`src/rtl/rt_pkg.sv`:
```
package rt_pkg;
  localparam int MW          = 32;
  localparam int B_ALM_IE    = 16;
  localparam int B_INC_IE    = 17;
  localparam int B_RESTART   = 18;
  localparam int B_STOP      = 20;
  localparam int B_SRC_SEL   = 24;
  localparam logic [MW-1:0] MODE_RESET = 32'h0000_8000;
  localparam logic [MW-1:0] MODE_KEEP  = 32'h0113_FFFF;

  typedef struct packed {
    logic        src_sel;
    logic        stop;
    logic        inc_ie;
    logic        alm_ie;
    logic [15:0] div_val;
  } mode_t;
endpackage

```
`src/rtl/rt_prescaler.sv`:
```
module rt_prescaler #(
  parameter int PRE_W = 16
) (
  input  logic             clk,
  input  logic             rst_n,
  input  logic             restart,
  input  logic             run,
  input  logic [PRE_W-1:0] div_val,
  output logic             roll
);
  localparam logic [PRE_W-1:0] MIN_LIM = PRE_W'(2);
  localparam logic [PRE_W-1:0] MIN_VAL = PRE_W'(3);

  logic [PRE_W-1:0] div_q;
  logic [PRE_W-1:0] lim;
  logic             at_lim;

  always_comb begin
    if (div_val == '0)           lim = '1;
    else if (div_val < MIN_VAL)  lim = MIN_LIM;
    else                         lim = div_val - PRE_W'(1);
  end

  assign at_lim = (div_q >= lim);
  assign roll   = run & at_lim;

  always_ff @(posedge clk or negedge rst_n) begin
    if (!rst_n)       div_q <= '0;
    else if (restart) div_q <= '0;
    else if (run)     div_q <= at_lim ? '0 : div_q + PRE_W'(1);
  end
endmodule

```
`src/rtl/rt_counter.sv`:
```
module rt_counter #(
  parameter int CNT_W = 32
) (
  input  logic             clk,
  input  logic             rst_n,
  input  logic             restart,
  input  logic             inc,
  input  logic [CNT_W-1:0] alarm_value,
  output logic [CNT_W-1:0] count,
  output logic             hit
);
  logic [CNT_W-1:0] nxt;

  assign nxt = count + CNT_W'(1);
  assign hit = inc & ~restart & (nxt == alarm_value);

  always_ff @(posedge clk or negedge rst_n) begin
    if (!rst_n)       count <= '0;
    else if (restart) count <= '0;
    else if (inc)     count <= nxt;
  end
endmodule

```
`src/rtl/rt_flags.sv`:
```
module rt_flags (
  input  logic clk,
  input  logic rst_n,
  input  logic inc,
  input  logic hit,
  input  logic clr_inc,
  input  logic clr_alarm,
  output logic inc_flag,
  output logic alarm_flag
);
  always_ff @(posedge clk or negedge rst_n) begin
    if (!rst_n) begin
      inc_flag   <= 1'b0;
      alarm_flag <= 1'b0;
    end else begin
      if (clr_inc)        inc_flag <= 1'b0;
      else if (inc)       inc_flag <= 1'b1;
      if (clr_alarm)      alarm_flag <= 1'b0;
      else if (hit)       alarm_flag <= 1'b1;
    end
  end
endmodule

```
`src/rtl/rtimer_top.sv`:
```
module rtimer_top #(
  parameter int CNT_W = 32
) (
  input  logic             clk,
  input  logic             rst_n,
  input  logic             cfg_wr,
  input  logic [31:0]      cfg_wdata,
  output logic [31:0]      cfg_rdata,
  input  logic             tick_1hz,
  input  logic [CNT_W-1:0] alarm_value,
  input  logic             clr_inc,
  input  logic             clr_alarm,
  output logic [CNT_W-1:0] count,
  output logic             inc_flag,
  output logic             alarm_flag,
  output logic             irq
);
  import rt_pkg::*;

  logic [MW-1:0] mode_q;
  mode_t         md;
  logic          restart;
  logic          run;
  logic          roll;
  logic          inc_ev;
  logic          hit;
  logic          inc_cnt;

  assign restart = cfg_wr & cfg_wdata[B_RESTART];

  always_ff @(posedge clk or negedge rst_n) begin
    if (!rst_n)      mode_q <= MODE_RESET;
    else if (cfg_wr) mode_q <= cfg_wdata & MODE_KEEP;
  end

  assign md.src_sel = mode_q[B_SRC_SEL];
  assign md.stop    = mode_q[B_STOP];
  assign md.inc_ie  = mode_q[B_INC_IE];
  assign md.alm_ie  = mode_q[B_ALM_IE];
  assign md.div_val = mode_q[15:0];
  assign cfg_rdata  = mode_q;

  assign run    = ~md.stop;
  assign inc_ev = run & (md.src_sel ? tick_1hz : roll);
  assign inc_cnt = inc_ev & ~restart;

  rt_prescaler #(.PRE_W(16)) u_pre (
    .clk(clk), .rst_n(rst_n), .restart(restart), .run(run),
    .div_val(md.div_val), .roll(roll)
  );

  rt_counter #(.CNT_W(CNT_W)) u_cnt (
    .clk(clk), .rst_n(rst_n), .restart(restart), .inc(inc_ev),
    .alarm_value(alarm_value), .count(count), .hit(hit)
  );

  rt_flags u_flg (
    .clk(clk), .rst_n(rst_n), .inc(inc_cnt), .hit(hit),
    .clr_inc(clr_inc), .clr_alarm(clr_alarm),
    .inc_flag(inc_flag), .alarm_flag(alarm_flag)
  );

  assign irq = (inc_flag & md.inc_ie) | (alarm_flag & md.alm_ie);
endmodule

```
`config.mk`:
```
export PLATFORM = sky130hd
export DESIGN_NAME = rtimer_top
export DESIGN_NICKNAME = d
export VERILOG_FILES = /design/src/rtl/rt_pkg.sv /design/src/rtl/rt_prescaler.sv /design/src/rtl/rt_counter.sv /design/src/rtl/rt_flags.sv /design/src/rtl/rtimer_top.sv
export SDC_FILE = /design/constraint.sdc
export NUM_CORES = 1
export LEC_CHECK = 0
export BUFFER_PORTS_ARGS = -buffer_cell sky130_fd_sc_hd__buf_4
export CAP_MARGIN = 20
export CORE_MARGIN = 2
export CORE_UTILIZATION = 30
export CTS_BUF_LIST = sky130_fd_sc_hd__clkbuf_8
export DETAILED_ROUTE_END_ITERATION = 8
export PLACE_DENSITY = 0.52
export SYNTH_ARGS = -nofsm -noshare
export SYNTH_HDL_FRONTEND = slang
export SYNTH_SLANG_ARGS = --single-unit
```
`constraint.sdc`:
```
create_clock -name clk -period 3.85 [get_ports clk]
set_input_delay 0.1925 -clock clk [delete_from_list [all_inputs] [get_ports clk]]
set_output_delay 0.1925 -clock clk [all_outputs]
set_load 0.05 [all_outputs]
```
## After elaboration in Yosys (flattened, before gate mapping)

Cells that the tools add are included.
Widths: inputs -> output; s select.

- Flip-flop bits (word level): 70
- Input port bits: 70
- Output and inout bits: 67
- Word-level logic and storage cells: 38

- Add/sub/neg operators: 3
- Magnitude comparators: 2
- Eq/ne operators: 2
- Mux-type cells: 12
- Bitwise gates (word level): 10
- Reductions and logical operators: 4

Operators with widths:

| cell | count |
|---|---|
| $mux 16 | 5 |
| $mux 32 | 2 |
| $add 32x1->32 const B | 1 |
| $eq 32x32->1 | 1 |
| $add 16x1->16 const B | 1 |
| $ge 16x16->1 | 1 |
| $logic_not 16->1 | 1 |
| $lt 16x2->1 const B | 1 |
| $sub 16x1->16 const B | 1 |
| $and 1x1->1 | 7 |
| $reduce_bool 2->1 | 3 |
| $mux 1 | 5 |
| $ne 2x1->1 const B | 1 |
| $not 1->1 | 2 |
| $or 1x1->1 | 1 |

## Logic depth before layout (Yosys ltp)

- Depth in word-level cells: 11
- Depth in mapped cells: 19
- Mapped depth without buffers: 17

## Modules after synthesis

A second synthesis with hierarchy kept.

- Cell total of the unflattened synthesis: 578
- Area total of the unflattened synthesis: 5290.1 um^2

By module, submodules not included:

| module | times used | cells an instance | area each (um^2) | seq. area each (um^2) |
|---|---|---|---|---|
| rt_counter | 1 | 314 | 2585.0 | 800.8 |
| rt_prescaler | 1 | 198 | 1687.9 | 400.4 |
| rtimer_top | 1 | 62 | 947.2 | 501.7 |
| rt_flags | 1 | 4 | 70.1 | 50.0 |

## Worst setup path before layout

Ideal clock, no wire load.

- Path type: flip-flop to flip-flop
- From: reg mode_q[2] (netlist: cfg_rdata[2])
- To: reg u_pre.div_q[13]
- Library setup time: 82 ps
- Arrival: 4212 ps
- Path slack: -443 ps
- Cell stages (with the launch flop): 20
- Cell sequence: dfrtp_1 or3_1 nor3_2 nand2b_1 nor3_1 nor4b_2 and2_1 buf_2 buf_2 a21oi_1 ha_1 a21o_1 a21o_1 a211o_1 a21oi_1 o21ai_1 nor3_4 buf_2 a41oi_1 a31oi_1

- Cells in the longest elaborated chain, start to end: 7
- Elaborated cells between the ends (all ways): 9

Ends and longest elaborated chain:

| what | RTL line | text |
|---|---|---|
| from (decl) | rtimer_top.sv:20 | `logic [MW-1:0] mode_q;` |
| from (signal assigned) | rtimer_top.sv:33 | `else if (cfg_wr) mode_q <= cfg_wdata & MODE_KEEP;` |
| $sub 16x1->16 or $lt 16x2->1 (tied branches) | rt_prescaler.sv:21, rt_prescaler.sv:20 |  |
| $mux 16 | rt_prescaler.sv:20 | `else if (div_val < MIN_VAL) lim = MIN_LIM;` |
| $mux 16 * | rt_prescaler.sv:19 | `if (div_val == '0) lim = '1;` |
| $ge 16x16->1 * | rt_prescaler.sv:24 | `assign at_lim = (div_q >= lim);` |
| $mux 16 * (2 in series) | rt_prescaler.sv:30 | `else if (run) div_q <= at_lim ? '0 : div_q + PRE_W'(1);` |
| $mux 16 * | rt_prescaler.sv:29 | `else if (restart) div_q <= '0;` |
| to (signal assigned) | rt_prescaler.sv:30 |  |
| to (decl) | rt_prescaler.sv:14 | `logic [PRE_W-1:0] div_q;` |

Every way passes the cells marked *; elsewhere a longest branch is shown, timed or not. The select of a mux whose other input is x is not followed.
A chain may end at the register's enable or synchronous reset.

## Final worst setup path

- From: reg mode_q[4] (netlist: cfg_rdata[4])
- To: reg u_cnt.count[16]

- Cells in the longest elaborated chain, start to end: 8
- Elaborated cells between the ends (all ways): 10

Ends and longest elaborated chain:

| what | RTL line | text |
|---|---|---|
| $sub 16x1->16 or $lt 16x2->1 (tied branches) | rt_prescaler.sv:21, rt_prescaler.sv:20 |  |
| $mux 16 | rt_prescaler.sv:20 |  |
| $mux 16 * | rt_prescaler.sv:19 |  |
| $ge 16x16->1 * | rt_prescaler.sv:24 |  |
| $and 1x1->1 * | rt_prescaler.sv:25 | `assign roll = run & at_lim;` |
| $mux 1 * | rtimer_top.sv:44 | `assign inc_ev = run & (md.src_sel ? tick_1hz : roll);` |
| $and 1x1->1 * | rtimer_top.sv:44 |  |
| $reduce_bool 2->1 (no source line) * | n/a |  |
| to (signal assigned) | rt_counter.sv:20 | `else if (inc) count <= nxt;` |
| to (decl) | rt_counter.sv:9 | `output logic [CNT_W-1:0] count,` |

Every way passes the cells marked *; elsewhere a longest branch is shown, timed or not.

==> run_results.csv <==
group,metric,value,unit
detailed_routing,post_drt_wl_per_cell,16.01,µm
yosys,syn_inst,584,
yosys,synth_enable_flop_cells,0,
worst_hold_path,min_path_type,"input pin to register",
clock_tree,numClockSinks,70,
worst_hold_path,hold-path-cell-count,3,
yosys,synth-simple-area-share,25.47,%
floorplanning,die-area,18360,µm²
worst_setup_path,slowest_delay,0.53,ns
sta,worst_slew_pin_slew,0.9414,ns
worst_setup_path,cp.required,4.14,ns
worst_hold_path,hp-start,"cfg_wdata[24]",
sta,period_minus_slack,3.876,ns
worst_setup_path,crit_slowest_cell,"or4_4",
yosys,synth_flop_cell,"dfrtp_1",
placed_design,place_congestion,0.8023,
yosys,syn_area,5187,µm²
sta,relSlewSlack,37.24,%
cells_and_area,area_delta_synth_final,31.04,%
yosys,yosysWarnings,0,
worst_setup_path,r2r-start,"cfg_rdata[4]",
clock_tree,cts_htree_levels,3,
flow_run,max_cap_violations,0,
grt,grt_pass1_vias,4555,
clock_tree,cts_tree,"yes",
floorplanning,die_x,135.5,µm
cells_and_area,diodes,0,
worst_setup_path,cp_cell_sequence,"or3_4, nor3_4, nand2b_1, nor3_2, buf_4, buf_4, nand2_2, nor2_2, xor2_1, a21oi_2, ha_1, nand4_1, nor3_2, a21oi_2, o211ai_1, buf_4, nand2_4, or4_4, a21oi_2",
sta,rsz0062_at_grt,"true",
worst_setup_path,cp_top_family,"simple AND/OR/NAND/NOR gates",
cells_and_area,seq_area,1757,µm²
worst_setup_path,worst-path-buf-inv,3,
yosys,yosys.area_share.adder,5.065,%
worst_setup_path,path_max_fanout,4,
clock_tree,cts.clk_slew.worst_paths,0.08,ns
sta,max_freq,0.2580,GHz
outcome,status,"finished with violations",
detailed_routing,firstDrtPassIters,5,
detailed_routing,vias_per_cell,5.042,
worst_setup_path,r2r_slack,-0.03,ns
grt,grt_first_pass_wirelength,23510,µm
detailed_routing,wirelength,14900,µm
sta,finalMaxSlewViolations,0,
yosys,synthMuxAreaShare,4.293,%
worst_setup_path,critPathLaunchType,"register",
worst_setup_path,setup.worst_path.end_class,"register",
cells_and_area,layout_common_cells,"130 x buf_4, 66 x dfrtp_1, 52 x nor2_1, 51 x xor2_1, 35 x xnor2_1",
yosys,synth_top_family_by_area,"simple AND/OR/NAND/NOR gates",
yosys,ys_ff_latch,70,
sta,finClkSkew,0.009642,ns
pwr,power_density,328.3,nW/µm²
cells_and_area,fill_cells,1740,
floorplanning,ios,137,
cells_and_area,layout_commonest_cell,"buf_4",
placed_design,dp.cells,906,
yosys,syn_avg_cell_area,8.883,µm²
grt,antenna_found_initial,0,
floorplanning,rows,48,
worst_setup_path,r2r.worst_path.cells,19,
cells_and_area,fin_nets,792,
grt,grt_max_degree,71,
placed_design,portBuffers,113,
outcome,violations,"negative setup slack",
detailed_routing,ant_nets,0,
detailed_routing,num_vias,4694,
cells_and_area,drive_above_1_share,30.17,%
clock_tree,numCtsBuffers,9,
worst_hold_path,holdPathEnd,"cfg_rdata[24]",
yosys,synth-xor-area-share,14.52,%
detailed_routing,drc_errors,0,
yosys,synth-seq-area-share,33.79,%
placed_design,dp_slack,-0.1482,ns
floorplanning,design.core.area,17120,µm²
sta,worst_slack,-0.02594,ns
worst_setup_path,critPathArrivalTime,4.17,ns
yosys,synth_top_area_share,33.29,%
sta,timing.hold.ws,0.04042,ns
pwr,vdd_drop_max,0.1560,mV
cells_and_area,utilization,39.71,%
yosys,synth.area.top_cells,"dfrtp_1 33%, xor2_1 8.6%, xnor2_1 5.9%",
yosys,synth_top_area_cell,"dfrtp_1",
floorplanning,die_h,135.5,µm
clock_tree,clockBufferDepth,2,
pwr,leakagePower,3.101,nW
clock_tree,root_buffer,"clkbuf_8",
placed_design,dp_hpwl,10890,µm
cells_and_area,multi_input_area,3332,µm²
yosys,yosysUniqueCellTypes,60,
clock_tree,clock_latency,0.36,ns
grt,grt_overflow,0,
detailed_routing,dr.first_iter.drc_count,257,
yosys,async_reset_ff_share,100.0,%
floorplanning,initial_utilization,30.31,%
sta,setup_violations,1,
sta,hold_viol_final,0,
sta,period_share,100.7,%
yosys,synth_compound_area_share,11.31,%
cells_and_area,layout.cells.non_filler,931,
worst_setup_path,timing.rr.end,"u_cnt.count[16]",
grt,grt_util_all_layers,16.18,%
worst_setup_path,crit_type,"register to register",
[metal layers]
layer / GRT usage [%] / share of wire, % / wire length, µm / up-vias
li1: - / - / - / 2289
met1: 22.39 / 46 / 6895 / 2257
met2: 25.75 / 48 / 7102 / 128
met3: 2.432 / 4.2 / 619 / 20
met4: 5.787 / 1.9 / 285 / 0
met5: 0 / 0 / 0 / -
[Yosys cell counts (all sizes together), types with 2 or more instances]
master  number
dfrtp       69
nor2        54
xor2        51
a21oi       38
xnor2       35
nand2       34
nand3       32
buf         28
nand4       23
ha          21
mux2        18
o21ai       18
clkbuf      17
nor3        16
and3        15
a31oi       14
and2        11
nand2b      11
inv         10
and4         9
nand3b       7
nor4         7
a21o         6
or4          4
a22o         3
a41oi        3
o21a         3
mux2i        2
nand4b       2
nor4b        2
o31ai        2
or3          2
[logic make-up (layout without fill, tap and decap cells)]
group	after synthesis	in the layout
AND/OR/NAND/NOR	234	234
AO/OA/AOI/OAI	97	97
XOR/XNOR	86	86
flip-flops	70	70
buffers and inverters	55	166
adder cells (fa/ha/maj)	21	21
multiplexers	20	20
other	1	12
[flip-flops by register name, summed over array words and instances (netlist names)]
| signal | flops |
|---|---|
| cfg_rdata | 20 |
| u_flg.inc_flag | 1 |
| u_cnt.count | 32 |
| u_pre.div_q | 16 |
| u_flg.alarm_flag | 1 |
[worst max-delay path by stage]
stage                 startpoint         endpoint  slack (ns)  depth (start not counted)
floorplan           cfg_rdata[3]  u_pre.div_q[13]       -0.04                         19
global placement    cfg_rdata[3]  u_cnt.count[16]       -0.04                         18
detailed placement  cfg_rdata[3]  u_cnt.count[14]       -0.15                         18
CTS                 cfg_rdata[4]  u_cnt.count[16]       -0.07                         19
global route        cfg_rdata[4]  u_cnt.count[12]       -0.28                         18
finish              cfg_rdata[4]  u_cnt.count[16]       -0.03                         19
[where the power goes]
group	switching, mW	internal, mW	total, mW
Combinational	0.345	0.232	0.577
Sequential	0.0610	0.776	0.837
Clock	0.305	0.513	0.818
Total	0.711	1.52	2.23
[tightest hold or removal path, delay by kind of cell]
family,cells,cell delay (ns)
buf+inv,1,0.07
simple gates,1,0.04
compound gates,1,0.06
[area by class of cell]
| type | count | share of cell area (%) |
|---|---|---|
| Inverter | 10 | 0.5522 |
| Tap cell | 225 | 4.141 |
| Clock buffer | 10 | 2.025 |
| Sequential cell | 70 | 25.84 |
| Clock inverter | 6 | 1.951 |
| Multi-Input combinational cell | 470 | 49.02 |
| Timing Repair Buffer | 140 | 16.47 |
[through the flow]
stage / TNS [ns] / total power, mW / cell area (µm²)
6_report: -0.02594 / 2.231 / 6798
5_1_grt: -10.28 / 2.345 / 6798
4_1_cts: -0.2169 / 2.241 / 6689
3_5_place_dp: -1.616 / 1.391 / 6320
3_3_place_gp: -0.07844 / 1.382 / 6320
2_1_floorplan: -0.1248 / 1.192 / 5294
[timing repair]
| item | 4_1_cts | 5_1_grt |
|---|---|---|
| setup endpoints to repair | 32 | 50 |
| endpoints found under the hold margin | 5 | 0 |
| hold buffers | 2 | 0 |
| buffers inserted | 2 | 3 |
| pin swaps | 13 | 16 |
| gates resized for setup | 13 | 15 |
| gates cloned | 0 | 2 |
Note: power is estimated with default switching activity, not from simulation.
